[config.mk]
export PLATFORM = sky130hd
export DESIGN_NAME = pix_dither
export DESIGN_NICKNAME = d
export VERILOG_FILES = /design/src/rtl/pix_dither_pkg.sv /design/src/rtl/pix_dither_pos.sv /design/src/rtl/pix_dither_chan.sv /design/src/rtl/pix_dither.sv
export SDC_FILE = /design/constraint.sdc
export NUM_CORES = 1
export LEC_CHECK = 0
export BUFFER_PORTS_ARGS = -buffer_cell sky130_fd_sc_hd__buf_2
export CORE_AREA = 5 5 78 80
export DETAILED_ROUTE_END_ITERATION = 10
export DIE_AREA = 0 0 83 85
export GPL_TIMING_DRIVEN = 0
export MAX_ROUTING_LAYER = met4
export PLACE_DENSITY = 0.83
export SYNTH_ARGS = -nofsm -noshare
export SYNTH_HDL_FRONTEND = slang
export SYNTH_SLANG_ARGS = --single-unit
export TNS_END_PERCENT = 20
[constraint.sdc]
create_clock -name clk -period 8 [get_ports clk]
set_input_delay 0.8 -clock clk [delete_from_list [all_inputs] [get_ports clk]]
set_output_delay 0.8 -clock clk [all_outputs]
set_load 0.02 [all_outputs]
[src/rtl/pix_dither_pkg.sv]
package pix_dither_pkg;

    localparam int VW     = 10;          // virtual level width
    localparam int PW     = 8;           // widest physical code
    localparam int NCH    = 3;           // colour count
    localparam int TW     = 5;           // left-aligned threshold width
    localparam int MW     = 4;           // pattern entry width
    localparam int POS_W  = 2;           // tile coordinate width

    typedef enum logic [1:0] {
        WID5 = 2'd0,
        WID6 = 2'd1,
        WID7 = 2'd2,
        WID8 = 2'd3
    } wsel_e;

    typedef struct packed {
        logic                   alpha;
        logic [NCH-1:0][VW-1:0] lvl;
    } in_pix_t;

    typedef struct packed {
        logic                   alpha;
        logic [NCH-1:0][PW-1:0] code;
    } out_pix_t;

    // number of low bits discarded for a width select
    function automatic logic [2:0] drop_bits(wsel_e w);
        return 3'd5 - {1'b0, w};
    endfunction

    // 4x4 ordered threshold pattern
    function automatic logic [MW-1:0] tile_thr(logic [POS_W-1:0] x, logic [POS_W-1:0] y);
        logic [MW-1:0] v;
        case ({y, x})
            4'd0:  v = 4'd0;   4'd1:  v = 4'd8;   4'd2:  v = 4'd2;   4'd3:  v = 4'd10;
            4'd4:  v = 4'd12;  4'd5:  v = 4'd4;   4'd6:  v = 4'd14;  4'd7:  v = 4'd6;
            4'd8:  v = 4'd3;   4'd9:  v = 4'd11;  4'd10: v = 4'd1;   4'd11: v = 4'd9;
            4'd12: v = 4'd15;  4'd13: v = 4'd7;   4'd14: v = 4'd13;  default: v = 4'd5;
        endcase
        return v;
    endfunction

    // frame-sequence threshold: bit-reversed frame count, scaled by four
    function automatic logic [MW-1:0] frame_thr(logic [POS_W-1:0] f);
        return {f[0], f[1], 2'b00};
    endfunction

endpackage

[src/rtl/pix_dither_pos.sv]
module pix_dither_pos
    import pix_dither_pkg::*;
(
    input  logic             clk,
    input  logic             rst,
    input  logic             fire,
    input  logic             sof,
    input  logic             eol,
    output logic [POS_W-1:0] x_cur,
    output logic [POS_W-1:0] y_cur,
    output logic [POS_W-1:0] f_cur
);
    logic [POS_W-1:0] x_q, y_q, f_q;

    always_comb begin
        x_cur = sof ? '0 : x_q;
        y_cur = sof ? '0 : y_q;
        f_cur = sof ? POS_W'(f_q + 1'b1) : f_q;
    end

    always_ff @(posedge clk) begin
        if (rst) begin
            x_q <= '0;
            y_q <= '0;
            f_q <= '1;               // first frame start lands on count 0
        end else if (fire) begin
            f_q <= f_cur;
            if (eol) begin
                x_q <= '0;
                y_q <= POS_W'(y_cur + 1'b1);
            end else begin
                x_q <= POS_W'(x_cur + 1'b1);
                y_q <= y_cur;
            end
        end
    end

    // a line end restarts the column count for the next pixel
    a_r8_eol_restart: assert property (@(posedge clk) disable iff (rst)
        fire && eol |=> x_q == '0);

    // a frame start without line end puts the next pixel at (1,0)
    a_r8_sof_origin: assert property (@(posedge clk) disable iff (rst)
        fire && sof && !eol |=> x_q == POS_W'(1) && y_q == '0);

endmodule

[src/rtl/pix_dither_chan.sv]
module pix_dither_chan
    import pix_dither_pkg::*;
(
    input  logic [VW-1:0] lvl,
    input  wsel_e         wsel,
    input  logic          en,
    input  logic [MW-1:0] thr,
    output logic [PW-1:0] code
);
    logic [2:0]    k;
    logic [VW-1:0] trunc, frac, top_code;
    logic [TW-1:0] t_al;
    logic          up;

    always_comb begin
        k        = drop_bits(wsel);
        trunc    = lvl >> k;
        frac     = lvl & ((VW'(1) << k) - VW'(1));
        t_al     = TW'(frac << (3'd5 - k));
        top_code = {VW{1'b1}} >> k;
        up       = en && (t_al > {thr, 1'b0});
        code     = (up && trunc != top_code) ? PW'(trunc + VW'(1)) : PW'(trunc);
    end

    // the code never exceeds the largest code of its width
    always_comb begin
        a_r6_no_wrap: assert (VW'(code) <= top_code);
    end

    // the code is one of the two nearest physical codes
    always_comb begin
        a_r3_nearest: assert (VW'(code) == trunc || VW'(code) == VW'(trunc + VW'(1)));
    end

endmodule

[src/rtl/pix_dither.sv]
module pix_dither
    import pix_dither_pkg::*;
(
    input  logic          clk,
    input  logic          rst,
    input  logic          in_valid,
    output logic          in_ready,
    input  logic          in_sof,
    input  logic          in_eol,
    input  logic [VW-1:0] in_r,
    input  logic [VW-1:0] in_g,
    input  logic [VW-1:0] in_b,
    input  logic          in_alpha,
    input  logic          cfg_temporal,
    input  logic [1:0]    cfg_wsel_r,
    input  logic [1:0]    cfg_wsel_g,
    input  logic [1:0]    cfg_wsel_b,
    output logic          out_valid,
    input  logic          out_ready,
    output logic [PW-1:0] out_r,
    output logic [PW-1:0] out_g,
    output logic [PW-1:0] out_b,
    output logic          out_alpha
);
    in_pix_t           pin;
    out_pix_t          pnext, pout_q;
    wsel_e [NCH-1:0]   wsel;
    logic [POS_W-1:0]  xc, yc, fc;
    logic [MW-1:0]     thr;
    logic              fire, ov_q;

    assign pin.alpha  = in_alpha;
    assign pin.lvl    = {in_b, in_g, in_r};
    assign wsel       = {wsel_e'(cfg_wsel_b), wsel_e'(cfg_wsel_g), wsel_e'(cfg_wsel_r)};
    assign in_ready   = !ov_q || out_ready;
    assign fire       = in_valid && in_ready;

    pix_dither_pos u_pos (
        .clk   (clk),
        .rst   (rst),
        .fire  (fire),
        .sof   (in_sof),
        .eol   (in_eol),
        .x_cur (xc),
        .y_cur (yc),
        .f_cur (fc)
    );

    assign thr = cfg_temporal ? frame_thr(fc) : tile_thr(xc, yc);

    generate
        for (genvar c = 0; c < NCH; c++) begin : g_chan
            pix_dither_chan u_chan (
                .lvl  (pin.lvl[c]),
                .wsel (wsel[c]),
                .en   (pin.alpha),
                .thr  (thr),
                .code (pnext.code[c])
            );
        end
    endgenerate

    assign pnext.alpha = pin.alpha;

    always_ff @(posedge clk) begin
        if (rst) begin
            ov_q   <= 1'b0;
            pout_q <= '0;
        end else begin
            if (in_ready) ov_q <= in_valid;
            if (fire)     pout_q <= pnext;
        end
    end

    assign out_valid = ov_q;
    assign out_r     = pout_q.code[0];
    assign out_g     = pout_q.code[1];
    assign out_b     = pout_q.code[2];
    assign out_alpha = pout_q.alpha;

    // a stalled output stays put
    a_r9_hold: assert property (@(posedge clk) disable iff (rst)
        out_valid && !out_ready |=> out_valid && $stable(out_r) && $stable(out_g)
                                    && $stable(out_b) && $stable(out_alpha));

    // an accepted pixel is presented after one edge
    a_r9_latency: assert property (@(posedge clk) disable iff (rst)
        in_valid && in_ready |=> out_valid);

    // alpha travels with its pixel
    a_r7_alpha_pass: assert property (@(posedge clk) disable iff (rst)
        in_valid && in_ready |=> out_alpha == $past(in_alpha));

    // alpha low at 8-bit width gives the plain upper bits
    a_r7_truncate: assert property (@(posedge clk) disable iff (rst)
        in_valid && in_ready && !in_alpha && cfg_wsel_r == 2'd3
        |=> out_r == $past(in_r[VW-1:VW-PW]));

endmodule

==> reports/metrics.cfg, run 1 <==
[critical_path]
crit_path_max_fanout = 10
start_kind = input pin
cp_cell_sequence = buf_2 > buf_1 > buf_2 > mux2i_1 > or2_2 > ha_1 > nand4_1 > o21ai_1 > a211oi_2 > nand2_1 > a2111oi_0 > a31o_1
critPathMostFrequentCell = buf_2
path_class = input pin to register
slowest_delay_ns = 0.48
critPathRequiredTime_ns = 8.23
crit_arrival_ns = 3.63
crit_slowest_cell = a2111oi_0
end_kind = register

[global_routing]
grt_pass1_wl_um = 13000
overflow = 0
grt_use_total = 0.225
antenna_found_initial = 0
grt_max_degree = 11
grt_pass1_vias = 2891

[synthesis]
syn-num-nets = 424
syn_inst = 365
yosysSeqAreaShare = 0.213
synth_area_sq_um = 3010
async_reset_ff_frac = 0
synth-edff-count = 0
synth.area.top_cells = dfxtp_1, mux2i_1, mux4_2
yosysTopAreaCellShare = 0.213
postSynthAreaPerCell_sq_um = 8.26
synthFlopType = dfxtp_1
synth_cell_type_count = 58
ys_ff_latch = 32
synth_top_area_cell = dfxtp_1
yosys_warnings = 0

[power]
power_mw = 0.500
max-vdd-ir-drop_uv = 62.7
p_per_area_nw_per_um2 = 142
p_leak_nw = 1.52

[timing]
max_slew_margin = 0.641
max_freq_mhz = 294
min_period_ns = 3.40
finalHoldViolCount = 0
finalCritPeriodShare = 0.425
worstMarginPinSlew_ns = 0.539
grt_setup_unrepaired = false
clock_skew_ns = 0.00701
finalSetupTns_ns = 0
setup-violations-final = 0
slew_violations = 0

[clocking]
insertion_delay_ns = 0.28
cts_tree = built
post-cts-setup-buffers = 0
holdBufCountCts = 0
cts_num_sinks = 32
cts_buffers = 5
cts_resized = 0
clk_path_buf_depth = 2
htree_levels = 2
root_buffer = clkbuf_8
path_clk_slew_ns = 0.07

[layout]
syn2layout_area_growth_pct = 17.1
diodes = 0
final_cell_mix = buf_2, nand2_1, dfxtp_1
fin_area_sq_um = 3530
fillers = 503
utilization = 0.661
fin_nets = 497
final_common_cell = buf_2
drive_above_1_share = 0.257

[placement]
portBuffers = 66
hpwl_um = 6330
globalplace.congestion = 0.856
dpl_cell_area_sq_um = 3430

[floorplan]
coreArea_sq_um = 5340
rows = 27
initial_utilization = 0.565
die-area_sq_um = 7060
ios = 71
die_w_um = 83
die_y_um = 85

[hold_path]
hp-class = register to register

[route]
routed_wl_um = 7990
drt_iter0_drc = 194
first_pass_iters = 5
num_vias = 3087
drt.antenna.violating_nets = 0
via_per_inst = 6.04
wl_per_cell_um = 15.6
remaining_drc_errors = 0

[job]
max_cap_violations = 0

[run_status]
status = completed

-- through the flow --
stage / hold WS [ns] / setup slack, ns / instances
3_5_place_dp: 0.455 / 4.28 / 503
4_1_cts: 0.467 / 4.57 / 511
6_report: 0.462 / 4.60 / 511
2_1_floorplan: 0.469 / 4.73 / 365
3_3_place_gp: 0.454 / 4.37 / 503
5_1_grt: 0.490 / 4.38 / 511
-- cells by family after synthesis --
family	count (synthesis)	share of synthesized area
AOI/OAI and AO/OA	96	0.219
xor gates and xnor gates	13	0.0378
adders and majority gates	15	0.0623
buffers and inverters	30	0.0473
DFF	32	0.213
muxes	46	0.193
and+or+nand+nor	133	0.228
-- cells in the mapped netlist (all sizes together), types with 4 or more instances --
library cell,n
a211oi,18
mux2,6
dfxtp,32
nor2b,12
nand3,13
buf,13
mux2i,31
xnor2,8
inv,8
o21ai,19
mux4,9
nand2,38
nand2b,5
clkbuf,9
and2,6
o211ai,9
nor3,7
ha,15
a21oi,27
xor2,5
nor2,23
nand3b,4
nand4,13
-- sequential cells by signal, summed over array words and instances, names as in the netlist --
register	cells
out_valid	1
u_pos.x_q	2
out_b	8
u_pos.y_q	2
out_r	8
out_alpha	1
u_pos.f_q	2
out_g	8
-- power by group --
part / switching, mW / internal [mW] / leakage, nW
logic: 0.114 / 0.0786 / 1.21
clock network: 0.0574 / 0.0698 / 0.0445
registers: 0.00837 / 0.172 / 0.264
-- worst max-delay path: cells and delay by family --
family | cells | cell delay, ns
multiplexers | 1 | 0.09
buffers and inverters | 3 | 0.84
AND/OR/NAND/NOR | 3 | 0.48
AO/OA/AOI/OAI | 4 | 1.12
adder cells (fa/ha/maj) | 1 | 0.29
-- path summary, 6_finish.rpt --
| path | startpoint | endpoint | slack [ns] | depth (start not counted) |
|---|---|---|---|---|
| max | cfg_wsel_b[0] | out_b[4] | 4.60 | 12 |
| min | out_r[2] | out_r[2] | 0.46 | 2 |
| max reg2reg | u_pos.y_q[0] | out_b[4] | 5.15 | 11 |
| min reg2reg | out_r[2] | out_r[2] | 0.46 | 2 |
-- final cells by class --
type	instances	area, sq um	area share
multi-input cells	303	2230	0.632
flip-flops and latches	32	641	0.182
repair buffers	66	330	0.0936
plain buffers	22	113	0.0319
well taps	72	90.1	0.0255
clock buffers	7	86.3	0.0245
inverters	8	30.0	0.00851
clock inverters	1	7.51	0.00213
-- per-layer routing --
metal,routed length [um],vias to the layer above,global-route usage
li1,-,1521,-
met1,3390,1459,0.263
met2,4040,95,0.394
met3,455,12,0.0359
met4,106,0,0.0698
met5,0,-,-
(Power assumes the default switching activity.)
==> run 2, diff against run 1 <==
Settings changed: ABC_AREA set to 1, CORE_AREA 5 5 78 80 to 5 5 85 87, DIE_AREA 0 0 83 85 to 0 0 90 92, PLACE_DENSITY 0.83 to 0.79.
Clock period 8 ns to 3.5 ns, I/O delays scaled along.
==> reports/metrics.cfg, run 2 <==
[run_status]
status = completed

[global_routing]
overflow = 0
grt_max_degree = 11
grt_use_total = 0.215
antenna_found_initial = 0
grt_pass1_wl_um = 15000
grt_pass1_vias = 3635

[clocking]
cts_num_sinks = 32
cts_resized = 0
holdBufCountCts = 0
htree_levels = 2
insertion_delay_ns = 0.29
post-cts-setup-buffers = 0
clk_path_buf_depth = 2
cts_buffers = 5
path_clk_slew_ns = 0.07
root_buffer = clkbuf_8
cts_tree = built

[hold_path]
hp-class = input pin to register
hold_start = out_ready
min_path_cells = 4

[floorplan]
die_w_um = 90
initial_utilization = 0.550
ios = 71
die-area_sq_um = 8280
rows = 29
coreArea_sq_um = 6280
die_y_um = 92

[critical_path]
endpoint = out_b[3]
r2r_end = out_b[3]
end_kind = register
crit_path_max_fanout = 7
path_class = register to register
cp_cell_sequence = nand2_1 > xnor2_1 > o21ai_0 > ha_1 > nand4_1 > o21ai_1 > nor2_2 > nand2_4 > nand3_1 > nand3_1 > nand2_1 > inv_1
start_kind = register
crit_start = u_pos.f_q[0]
r2r_cells = 12
regToRegSetupSlack_ns = 1.02
worstReg2RegStart = u_pos.f_q[0]
crit_arrival_ns = 2.68
critPathRequiredTime_ns = 3.70
crit_slowest_cell = o21ai_0
slowest_delay_ns = 0.53

[power]
switching_share = 0.377
power_frac_comb = 0.397
p_leak_nw = 2.20
p_per_area_nw_per_um2 = 334
max-vdd-ir-drop_uv = 299
seq_power_share = 0.310
intPower_mw = 0.834
p_sw_mw = 0.505
clockPowerShare = 0.293

[layout]
fin_nets = 737
syn2layout_area_growth_pct = 16.2
final_cell_mix = nand2_1, nand3_1, buf_2
drive_above_1_share = 0.211
finalNonFillerCells = 756
fillers = 608
final_common_cell = nand2_1
multi_input_area_sq_um = 2400
diodes = 0
regArea_sq_um = 641

[route]
first_pass_iters = 4
num_vias = 3907
wl_per_cell_um = 11.6
drt.antenna.violating_nets = 0
routed_wl_um = 8730
remaining_drc_errors = 0
via_per_inst = 5.17
drt_iter0_drc = 147

[timing]
max_slew_margin = 0.562
max_freq_mhz = 403
clock_skew_ns = 0.00618
setup-violations-final = 0
grt_setup_unrepaired = false
min_period_ns = 2.48
finalSetupTns_ns = 0
slew_violations = 0
worstMarginPinSlew_ns = 0.651
timing.hold.ws_ns = 0.350
finalHoldViolCount = 0
finalCritPeriodShare = 0.709

[synthesis]
synth-edff-count = 0
synthFlopType = dfxtp_1
syn-num-nets = 663
yosysTopAreaCellShare = 0.219
syn_inst = 604
yosys-top-cells-count = nand2_1, nand3_1, nor2_1
synth.area.top_cells = nand2_1, dfxtp_1, nand3_1
postSynthAreaPerCell_sq_um = 5.72
yosysSeqAreaShare = 0.186
ys_ff_latch = 32
synth.most_common_cell = nand2_1
synth_area_sq_um = 3450
synth_cell_type_count = 34
async_reset_ff_frac = 0
synth_top_area_cell = nand2_1
yosys_warnings = 0

[job]
max_cap_violations = 0

[placement]
dpl.cell_count = 748
hpwl_um = 7120
globalplace.congestion = 0.872
portBuffers = 67

==> run 2: cell count changes after synthesis, sizes merged, moves of 12 or more <==
cell	delta
a211oi	-17
inv	+65
mux2i	-31
nand2	+179
nand3	+73
nor2	+65
nor2b	-12
==> run 2: stage by stage <==
stage | power [mW] | setup slack [ns] | instance area (sq um) | utilization
6_report | 1.34 | 1.02 | 4010 | 0.639
5_1_grt | 1.44 | 0.800 | 4010 | 0.639
4_1_cts | 1.35 | 1.00 | 4010 | 0.639
3_5_place_dp | 0.952 | 0.896 | 3880 | 0.619
3_3_place_gp | 0.937 | 0.957 | 3880 | 0.619
2_1_floorplan | 0.815 | 1.42 | 3450 | -
==> run 2: power by group through the flow <==
stage | combinational [mW] | clock (mW) | sequential, mW
floorplan | 0.362 | 0 | 0.453
global placement | 0.515 | 0 | 0.422
detailed placement | 0.529 | 0 | 0.422
CTS | 0.533 | 0.398 | 0.415
global route | 0.603 | 0.420 | 0.419
finish | 0.531 | 0.393 | 0.415
==> run 2: how the worst min path moves through the flow <==
stage	end	slack (ns)
final	out_valid	0.35
after global routing	out_valid	0.42
after global placement	u_pos.x_q[1]	0.46
after CTS	out_valid	0.35
after detailed placement	out_alpha	0.48
after floorplan	u_pos.x_q[1]	0.45
==> run 2: critical path, delay by kind of cell, from the launching register on <==
kind,cells,cell delay [ns]
and+or+nand+nor,7,0.88
AOI/OAI and AO/OA,2,0.60
DFF,1,0.37
adders and majority gates,1,0.37
xor gates and xnor gates,1,0.14
buffers and inverters,1,0.03
==> run 2: area by class of cell <==
class                           count  share of cell area
Clock inverter                      1             0.00749
Multi-Input combinational cell    479               0.599
Buffer                             20              0.0309
Sequential cell                    32               0.160
Clock buffer                        7              0.0240
Timing Repair Buffer               67              0.0836
Inverter                           73              0.0708
Tap cell                           77              0.0240
==> run 2: cells by family after synthesis <==
kind of cell,after synthesis,synth area share
xor+xnor,7,0.0178
fa+ha+maj,15,0.0544
simple gates,405,0.540
buf+inv,93,0.118
compound gates,52,0.0841
flops,32,0.186
==> run 2: routing by layer <==
layer  part of all wire  GRT usage  wire [um]  vias to the layer above
met2               0.48      0.374       4210                       87
met4              0.010     0.0372         89                        0
li1                   -          -          -                     2067
met1               0.45      0.258       3960                     1743
met3              0.055     0.0475        478                       10
met5                  0          -          0                        -
